===== config.mk =====
export PLATFORM = sky130hd
export DESIGN_NAME = ext_irq_detect
export DESIGN_NICKNAME = d
export VERILOG_FILES = /design/src/rtl/ext_irq_pkg.sv /design/src/rtl/ext_irq_sync.sv /design/src/rtl/ext_irq_chan.sv /design/src/rtl/ext_irq_detect.sv
export SDC_FILE = /design/constraint.sdc
export NUM_CORES = 1
export LEC_CHECK = 0
export ABC_AREA = 0
export BUFFER_PORTS_ARGS = -buffer_cell sky130_fd_sc_hd__buf_4
export CAP_MARGIN = 30
export CORE_MARGIN = 4
export CORE_UTILIZATION = 45
export DETAILED_ROUTE_END_ITERATION = 12
export PLACE_DENSITY = 0.67
export SETUP_SLACK_MARGIN = 0.1
export SLEW_MARGIN = 5
export SYNTH_ARGS = -nofsm -noshare
export SYNTH_HDL_FRONTEND = slang
export SYNTH_SLANG_ARGS = --single-unit

===== constraint.sdc =====
create_clock -name clk -period 3.55 [get_ports clk]
set_input_delay 1.065 -clock clk [delete_from_list [all_inputs] [get_ports clk]]
set_output_delay 1.065 -clock clk [all_outputs]
set_load 0.02 [all_outputs]

===== src/rtl/ext_irq_pkg.sv =====
package ext_irq_pkg;
   localparam int CH_NUM = 2;
   localparam int REG_W  = 8;

   typedef enum logic [1:0] {
      REG_CTRL   = 2'd0,
      REG_PINSEL = 2'd1,
      REG_POL    = 2'd2,
      REG_RSVD   = 2'd3
   } reg_addr_e;
endpackage


===== src/rtl/ext_irq_sync.sv =====
module ext_irq_sync #(
   parameter int   WIDTH   = 16,
   parameter int   STAGES  = 2,
   parameter logic RST_VAL = 1'b1
) (
   input  logic             clk,
   input  logic             rst_n,
   input  logic [WIDTH-1:0] d,
   output logic [WIDTH-1:0] q
);
   generate
      if (STAGES < 2) begin : g_bad_stages
         $error("ext_irq_sync: STAGES must be at least 2");
      end
      if (WIDTH < 1) begin : g_bad_width
         $error("ext_irq_sync: WIDTH must be positive");
      end
   endgenerate

   logic [STAGES-1:0][WIDTH-1:0] chain_q;

   always_ff @(posedge clk) begin
      if (!rst_n) begin
         chain_q <= {STAGES{{WIDTH{RST_VAL}}}};
      end else begin
         chain_q[0] <= d;
         for (int s = 1; s < STAGES; s++) begin
            chain_q[s] <= chain_q[s-1];
         end
      end
   end

   assign q = chain_q[STAGES-1];
endmodule


===== src/rtl/ext_irq_chan.sv =====
module ext_irq_chan #(
   parameter int NUM_PINS = 16,
   parameter int SEL_W    = $clog2(NUM_PINS)
) (
   input  logic                clk,
   input  logic                rst_n,
   input  logic [NUM_PINS-1:0] pin_bus,
   input  logic [SEL_W-1:0]    sel,
   input  logic                act_high,
   input  logic                edge_mode,
   input  logic                ack,
   input  logic                flag_we,
   input  logic                flag_wd,
   output logic                pend
);
   logic pin_bit;
   logic act_lvl;
   logic prev_q;
   logic rise;
   logic flag_q;

   generate
      if ((1 << SEL_W) == NUM_PINS) begin : g_full_mux
         assign pin_bit = pin_bus[sel];
      end else begin : g_guard_mux
         assign pin_bit = (int'(sel) < NUM_PINS) ? pin_bus[sel] : 1'b0;
      end
   endgenerate

   assign act_lvl = pin_bit ^ ~act_high;
   assign rise    = act_lvl & ~prev_q;

   always_ff @(posedge clk) begin
      if (!rst_n) begin
         prev_q <= 1'b0;
         flag_q <= 1'b0;
      end else begin
         prev_q <= act_lvl;
         if (!edge_mode)   flag_q <= 1'b0;
         else if (rise)    flag_q <= 1'b1;
         else if (flag_we) flag_q <= flag_wd;
         else if (ack)     flag_q <= 1'b0;
      end
   end

   assign pend = edge_mode ? flag_q : act_lvl;

   assert_set_wins_R7: assert property (@(posedge clk) disable iff (!rst_n)
      (edge_mode && rise) |=> flag_q);
   assert_ack_clears_R6: assert property (@(posedge clk) disable iff (!rst_n)
      (edge_mode && ack && !rise && !flag_we) |=> !flag_q);
   assert_sw_write_R8: assert property (@(posedge clk) disable iff (!rst_n)
      (edge_mode && flag_we && !rise) |=> (flag_q == $past(flag_wd)));
   assert_latch_hold_R4: assert property (@(posedge clk) disable iff (!rst_n)
      (edge_mode && !rise && !ack && !flag_we) |=> $stable(flag_q));
   assert_no_latch_R2: assert property (@(posedge clk) disable iff (!rst_n)
      !edge_mode |=> !flag_q);
endmodule


===== src/rtl/ext_irq_detect.sv =====
module ext_irq_detect
   import ext_irq_pkg::*;
#(
   parameter int NUM_PINS    = 16,
   parameter int SYNC_STAGES = 2,
   localparam int SEL_W      = $clog2(NUM_PINS)
) (
   input  logic                clk,
   input  logic                rst_n,
   input  logic [NUM_PINS-1:0] pins,
   input  logic                wr_en,
   input  logic [1:0]          addr,
   input  logic [REG_W-1:0]    wr_data,
   output logic [REG_W-1:0]    rd_data,
   input  logic [CH_NUM-1:0]   vec_ack,
   output logic [CH_NUM-1:0]   irq_pend
);
   localparam int SEL_FIELD = REG_W / CH_NUM;

   generate
      if (NUM_PINS < 2 || SEL_W > SEL_FIELD) begin : g_bad_pins
         $error("ext_irq_detect: NUM_PINS must be 2..16");
      end
   endgenerate

   reg_addr_e            reg_sel;
   logic [NUM_PINS-1:0]  pins_s;
   logic [CH_NUM-1:0]    mode_q;
   logic [CH_NUM-1:0]    pol_q;
   logic [SEL_W-1:0]     sel_q [CH_NUM];
   logic                 ctrl_we;

   assign reg_sel = reg_addr_e'(addr);
   assign ctrl_we = wr_en && (reg_sel == REG_CTRL);

   ext_irq_sync #(
      .WIDTH   (NUM_PINS),
      .STAGES  (SYNC_STAGES),
      .RST_VAL (1'b1)
   ) sync_i (
      .clk   (clk),
      .rst_n (rst_n),
      .d     (pins),
      .q     (pins_s)
   );

   always_ff @(posedge clk) begin
      if (!rst_n) begin
         mode_q <= '0;
         pol_q  <= '0;
         for (int c = 0; c < CH_NUM; c++) sel_q[c] <= '0;
      end else if (wr_en) begin
         for (int c = 0; c < CH_NUM; c++) begin
            case (reg_sel)
               REG_CTRL:   mode_q[c] <= wr_data[2*c];
               REG_PINSEL: sel_q[c]  <= wr_data[SEL_FIELD*c +: SEL_W];
               REG_POL:    pol_q[c]  <= wr_data[c];
               default:    ;
            endcase
         end
      end
   end

   genvar gc;
   generate
      for (gc = 0; gc < CH_NUM; gc++) begin : g_chan
         ext_irq_chan #(
            .NUM_PINS (NUM_PINS),
            .SEL_W    (SEL_W)
         ) chan_i (
            .clk       (clk),
            .rst_n     (rst_n),
            .pin_bus   (pins_s),
            .sel       (sel_q[gc]),
            .act_high  (pol_q[gc]),
            .edge_mode (mode_q[gc]),
            .ack       (vec_ack[gc]),
            .flag_we   (ctrl_we),
            .flag_wd   (wr_data[2*gc+1]),
            .pend      (irq_pend[gc])
         );
      end
   endgenerate

   always_comb begin
      rd_data = '0;
      case (reg_sel)
         REG_CTRL: begin
            for (int c = 0; c < CH_NUM; c++) begin
               rd_data[2*c]   = mode_q[c];
               rd_data[2*c+1] = irq_pend[c];
            end
         end
         REG_PINSEL: begin
            for (int c = 0; c < CH_NUM; c++) rd_data[SEL_FIELD*c +: SEL_W] = sel_q[c];
         end
         REG_POL: rd_data[CH_NUM-1:0] = pol_q;
         default: rd_data = '0;
      endcase
   end

   assert_rsvd_zero_R10: assert property (@(posedge clk) disable iff (!rst_n)
      (reg_sel == REG_RSVD) |-> (rd_data == '0));
endmodule


### Word-level counts from Yosys, hierarchy flattened

Memories as Yosys holds them, arrays and structs flattened.
Cells that the tools add are included.

* register bits: 40
* bits in writable memories: 8
* input bits: 31
* word-level logic and storage cells: 53
* memories kept: 1

Memories
* sel_q: words 2, width 4, rd ports 2, clocked after memory_dff 0, write ports 2, RTL line ext_irq_detect.sv:30 `logic [SEL_W-1:0] sel_q [CH_NUM];`

* order comparisons: 2
* equal/unequal tests: 2
* mux-type cells: 22
* bitwise logic cells: 10
* reduce and logical (&&, ||, !) cells: 8

Operators with widths (count)
* $mux W1: 15
* $mux W4: 3
* $lt A4 B5 Y1 const B: 2
* $bmux W1 S4: 2
* $reduce_and A2 Y1: 4
* $pmux W2 S3: 1
* $reduce_bool A3 Y1: 2
* $not A1 Y1: 4
* $pmux W2 S2: 1
* $and A1 B1 Y1: 2
* $eq A2 B1 Y1 const B: 1
* $eq A2 B2 Y1 const B: 1
* $logic_not A2 Y1: 1
* $or A1 B1 Y1: 2
* $xor A1 B1 Y1: 2
* $logic_and A1 B1 Y1: 1

### Longest topological paths before layout

* word-level depth: 6
* mapped depth: 7

### Cells and area by module

From an unflattened synthesis, not the netlist that was laid out.

* cell total of the unflattened synthesis: 183
* area, all modules: 2074.5 sq um

Modules (own cells, without submodules)
* ext_irq_sync: times used 1, cells an instance 83, area each 977.2 sq um, sequential area each 640.6 sq um
* ext_irq_detect: times used 1, cells an instance 52, area each 616.8 sq um, sequential area each 320.3 sq um
* ext_irq_chan: times used 2, cells an instance 24, area each 240.2 sq um, sequential area each 40.0 sq um

### Worst setup path after synthesis

No wires, ideal clock.

* path kind: input to output
* from: input addr[1]
* to: output rd_data[3]
* arrival time: 1962 ps
* path slack: 523 ps
* stages: 4
* path buffers: 1
* cell sequence: clkbuf_1 -> nor2_1 -> and3_1 -> a221o_1

* word-level cells in the longest chain between the ends: 2
* elaborated cells between the ends (all ways): 3
* classes of those cells: eq/ne (1); mux (1); reduce/logical (1)

RTL lines
* start: declaration: RTL line ext_irq_detect.sv:12 `input logic [1:0] addr,`
* $eq A2 B1 Y1 or $logic_not A2 Y1 (tied branches): RTL line ext_irq_detect.sv:87 `case (reg_sel)`
* $pmux W2 S2 *: RTL line ext_irq_detect.sv:87
* end: declaration: RTL line ext_irq_detect.sv:14 `output logic [REG_W-1:0] rd_data,`

Mark *: on every way between the ends. The rest lies on a longest branch, timed or not.

==> impl_metrics.env <==
export IMPL_total_power_mw=1.08
export IMPL_synthCells=205
export IMPL_cts_buffers=5
export IMPL_worstHoldStart="sync_i.chain_q[4]"
export IMPL_stdcell_area_mm2=0.00255
export IMPL_irDropWorstVdd_uv=275
export IMPL_synth_edff_count=8
export IMPL_power_density_mw_per_mm2=425
export IMPL_r2r_setup_slack_ns=1.60
export IMPL_num_vias=1549
export IMPL_clk_pin_slew_ns=0.09
export IMPL_final_core_util_pct=57.3
export IMPL_synth_top_family_by_area="simple AND/OR/NAND/NOR gates"
export IMPL_io_buffers=40
export IMPL_yosysWarnings=0
export IMPL_p_leak_nw=1.07
export IMPL_cap_violations=0
export IMPL_placed_area_mm2=0.00242
export IMPL_ys_types=40
export IMPL_synthFlopType="dfxtp_1"
export IMPL_crit_arrival_ns=2.32
export IMPL_n_antenna_cell=0
export IMPL_place_ws_ns=0.433
export IMPL_insertion_delay_ns=0.29
export IMPL_fin_crit_sh_pct=95.5
export IMPL_startpoint_type="flop"
export IMPL_fmax_mhz=295
export IMPL_finalWorstSetupSlack_ns=0.161
export IMPL_end_kind="output pin"
export IMPL_rows=24
export IMPL_synth_nets=236
export IMPL_place_congestion=0.861
export IMPL_syn_to_final_growth_pct=21.6
export IMPL_drtIter0Drc=109
export IMPL_synth_xor_area_share_pct=0.836
export IMPL_post_route_min_period_ns=3.39
export IMPL_htreeDepth=2
export IMPL_vias_per_cell=5.16
export IMPL_reg2reg_depth=5
export IMPL_tightest_slew_ns=0.508
export IMPL_grt_pass1_vias=1499
export IMPL_dp_cells=289
export IMPL_required_ns=2.48
export IMPL_synth_cell_area_mm2=0.00209
export IMPL_critPathMaxFanout=8
export IMPL_syn_area_per_cell_um2=10.2
export IMPL_synthSimpleGateAreaFrac_pct=23.4
export IMPL_die_area_mm2=0.00581
export IMPL_slew_viol_final=0
export IMPL_relSlewSlack_pct=66.0
export IMPL_chipHeight_um=76.2
export IMPL_first_pass_iters=4
export IMPL_dpl_hpwl_um=3150
export IMPL_grt_antenna_before_repair=0
export IMPL_postSynth_asyncResetShare_pct=0
export IMPL_drive_gt1_share_pct=24.6
export IMPL_synthMuxAreaShare_pct=12.9
export IMPL_drt_wirelength_per_cell_um=13.8
export IMPL_grt_pass1_wl_um=7020
export IMPL_grt_use_total_pct=15.0
export IMPL_hold_class="flop to flop"
export IMPL_pin_count=41
export IMPL_cts_sinks=48
export IMPL_clock_skew_ns=0.0104
export IMPL_hold_violations=0
export IMPL_rsz0062_at_grt="yes"
export IMPL_routed_wl_um=4130
export IMPL_yosysSeqAreaShare_pct=49.7
export IMPL_layout_common_cells="buf_4 (44), dfxtp_1 (40), nand2b_1 (33)"
export IMPL_finalSetupTns_ns=0
export IMPL_whs_endpoint="sync_i.q[4]"
export IMPL_synth_compound_area_share_pct=9.56
export IMPL_worstReg2RegStart="sel_q[0][4]"
export IMPL_nNetsFinal=278
export IMPL_ant_nets=0
export IMPL_synth_adder_area_share_pct=0
export IMPL_crit_type="flop to output pin"
export IMPL_timing_rr_end="g_chan[1].chan_i.flag_q"
export IMPL_layout_cells_non_filler=300
export IMPL_dieWidth_um=76.2
export IMPL_finalSetupViolations=0
export IMPL_cts_tree="done"
export IMPL_start_util_pct=47.1
export IMPL_status="complete, no violations"
export IMPL_fp_coreArea_mm2=0.00444
export IMPL_root_buffer="clkbuf_8"
export IMPL_grt_overflow_total=0
export IMPL_hold_slack_ns=0.403
export IMPL_synth_seq_cells=48
export IMPL_hold_path_cell_count=1
export IMPL_clock_tree_buffer_depth=2
export IMPL_grt_start_max_net_pins=35
export IMPL_final_common_cell="buf_4"
export IMPL_drc_errors=0
## report_power, final
group	total [mW]	leakage, nW	internal, mW	switching (mW)
logic	0.145	0.608	0.0798	0.0650
clock network	0.335	0.0516	0.159	0.176
registers	0.604	0.409	0.580	0.0233
total	1.08	1.07	0.819	0.264
## area by class of cell
class                      count  area (um2)
fill                         392        1900
tap                           52        65.1
multi-input combinational    142         985
sequential                    48        1040
clock buffer                   6        82.6
inverter                       5        18.8
timing repair buffer          45         342
clock inverter                 2        13.8
## how the worst max path moves through the flow
stage / start / end
floorplan: addr[1] / rd_data[3]
global placement: addr[0] / rd_data[3]
detailed placement: sel_q[0][4] / rd_data[3]
CTS: sel_q[0][4] / rd_data[3]
global route: sel_q[0][2] / rd_data[1]
finish: sel_q[0][4] / rd_data[3]
## timing repair
action / in CTS / in global routing
hold buffers: 0 / 0
setup endpoints to repair: 0 / 3
resized for setup: 0 / 3
buffers inserted: 0 / 3
## flip-flops by register name, summed over array words and instances (netlist names)
signal	flops
g_chan.chan_i.flag_q	2
sync_i.q	16
sel_q	8
sync_i.chain_q	16
pol_q	2
mode_q	2
g_chan.chan_i.prev_q	2
## logic make-up (layout without fill, tap and decap cells)
logic type | count (synthesis) | in the layout
xor+xnor | 2 | 2
buf+inv | 15 | 58
compound gates | 28 | 28
flops | 48 | 48
mux | 24 | 24
simple gates | 88 | 88
## worst max-delay path, stage by stage (launching register included)
cell	delay, ns
edfxtp_1	0.54
mux2i_1	0.17
mux4_2	0.51
mux2i_1	0.22
nand3_1	0.14
a221o_1	0.32
buf_6	0.13
## synth_stat cells (2+ instances only)
master | count | share of area, %
buf_4 | 3 | 1.1
mux2_2 | 4 | 2.2
nand2_1 | 11 | 2.0
edfxtp_1 | 8 | 11
o21ai_0 | 5 | 1.2
a31oi_1 | 2 | 0.60
mux2i_1 | 18 | 8.6
mux4_2 | 2 | 2.2
a21o_1 | 4 | 1.4
nor2b_1 | 4 | 1.2
a22oi_1 | 2 | 0.72
and2_1 | 11 | 3.3
inv_1 | 5 | 0.90
nor3_1 | 2 | 0.48
nand3_1 | 7 | 1.7
nand3b_1 | 2 | 0.72
nor2_1 | 11 | 2.0
clkbuf_1 | 6 | 1.1
a21oi_1 | 3 | 0.72
nand2b_1 | 33 | 9.9
a2111oi_0 | 2 | 0.84
and3_1 | 3 | 0.90
dfxtp_1 | 40 | 38
## metal layers
| layer | global-route usage, % | vias to the layer above | share of wire [%] |
|---|---|---|---|
| met5 | 0 | - | 0 |
| met4 | 5.07 | 0 | 1.1 |
| met3 | 4.26 | 5 | 4.9 |
| met2 | 24.2 | 39 | 49 |
| met1 | 19.3 | 713 | 45 |
| li1 | - | 792 | - |
No activity file was read; power rests on OpenSTA's default activity.
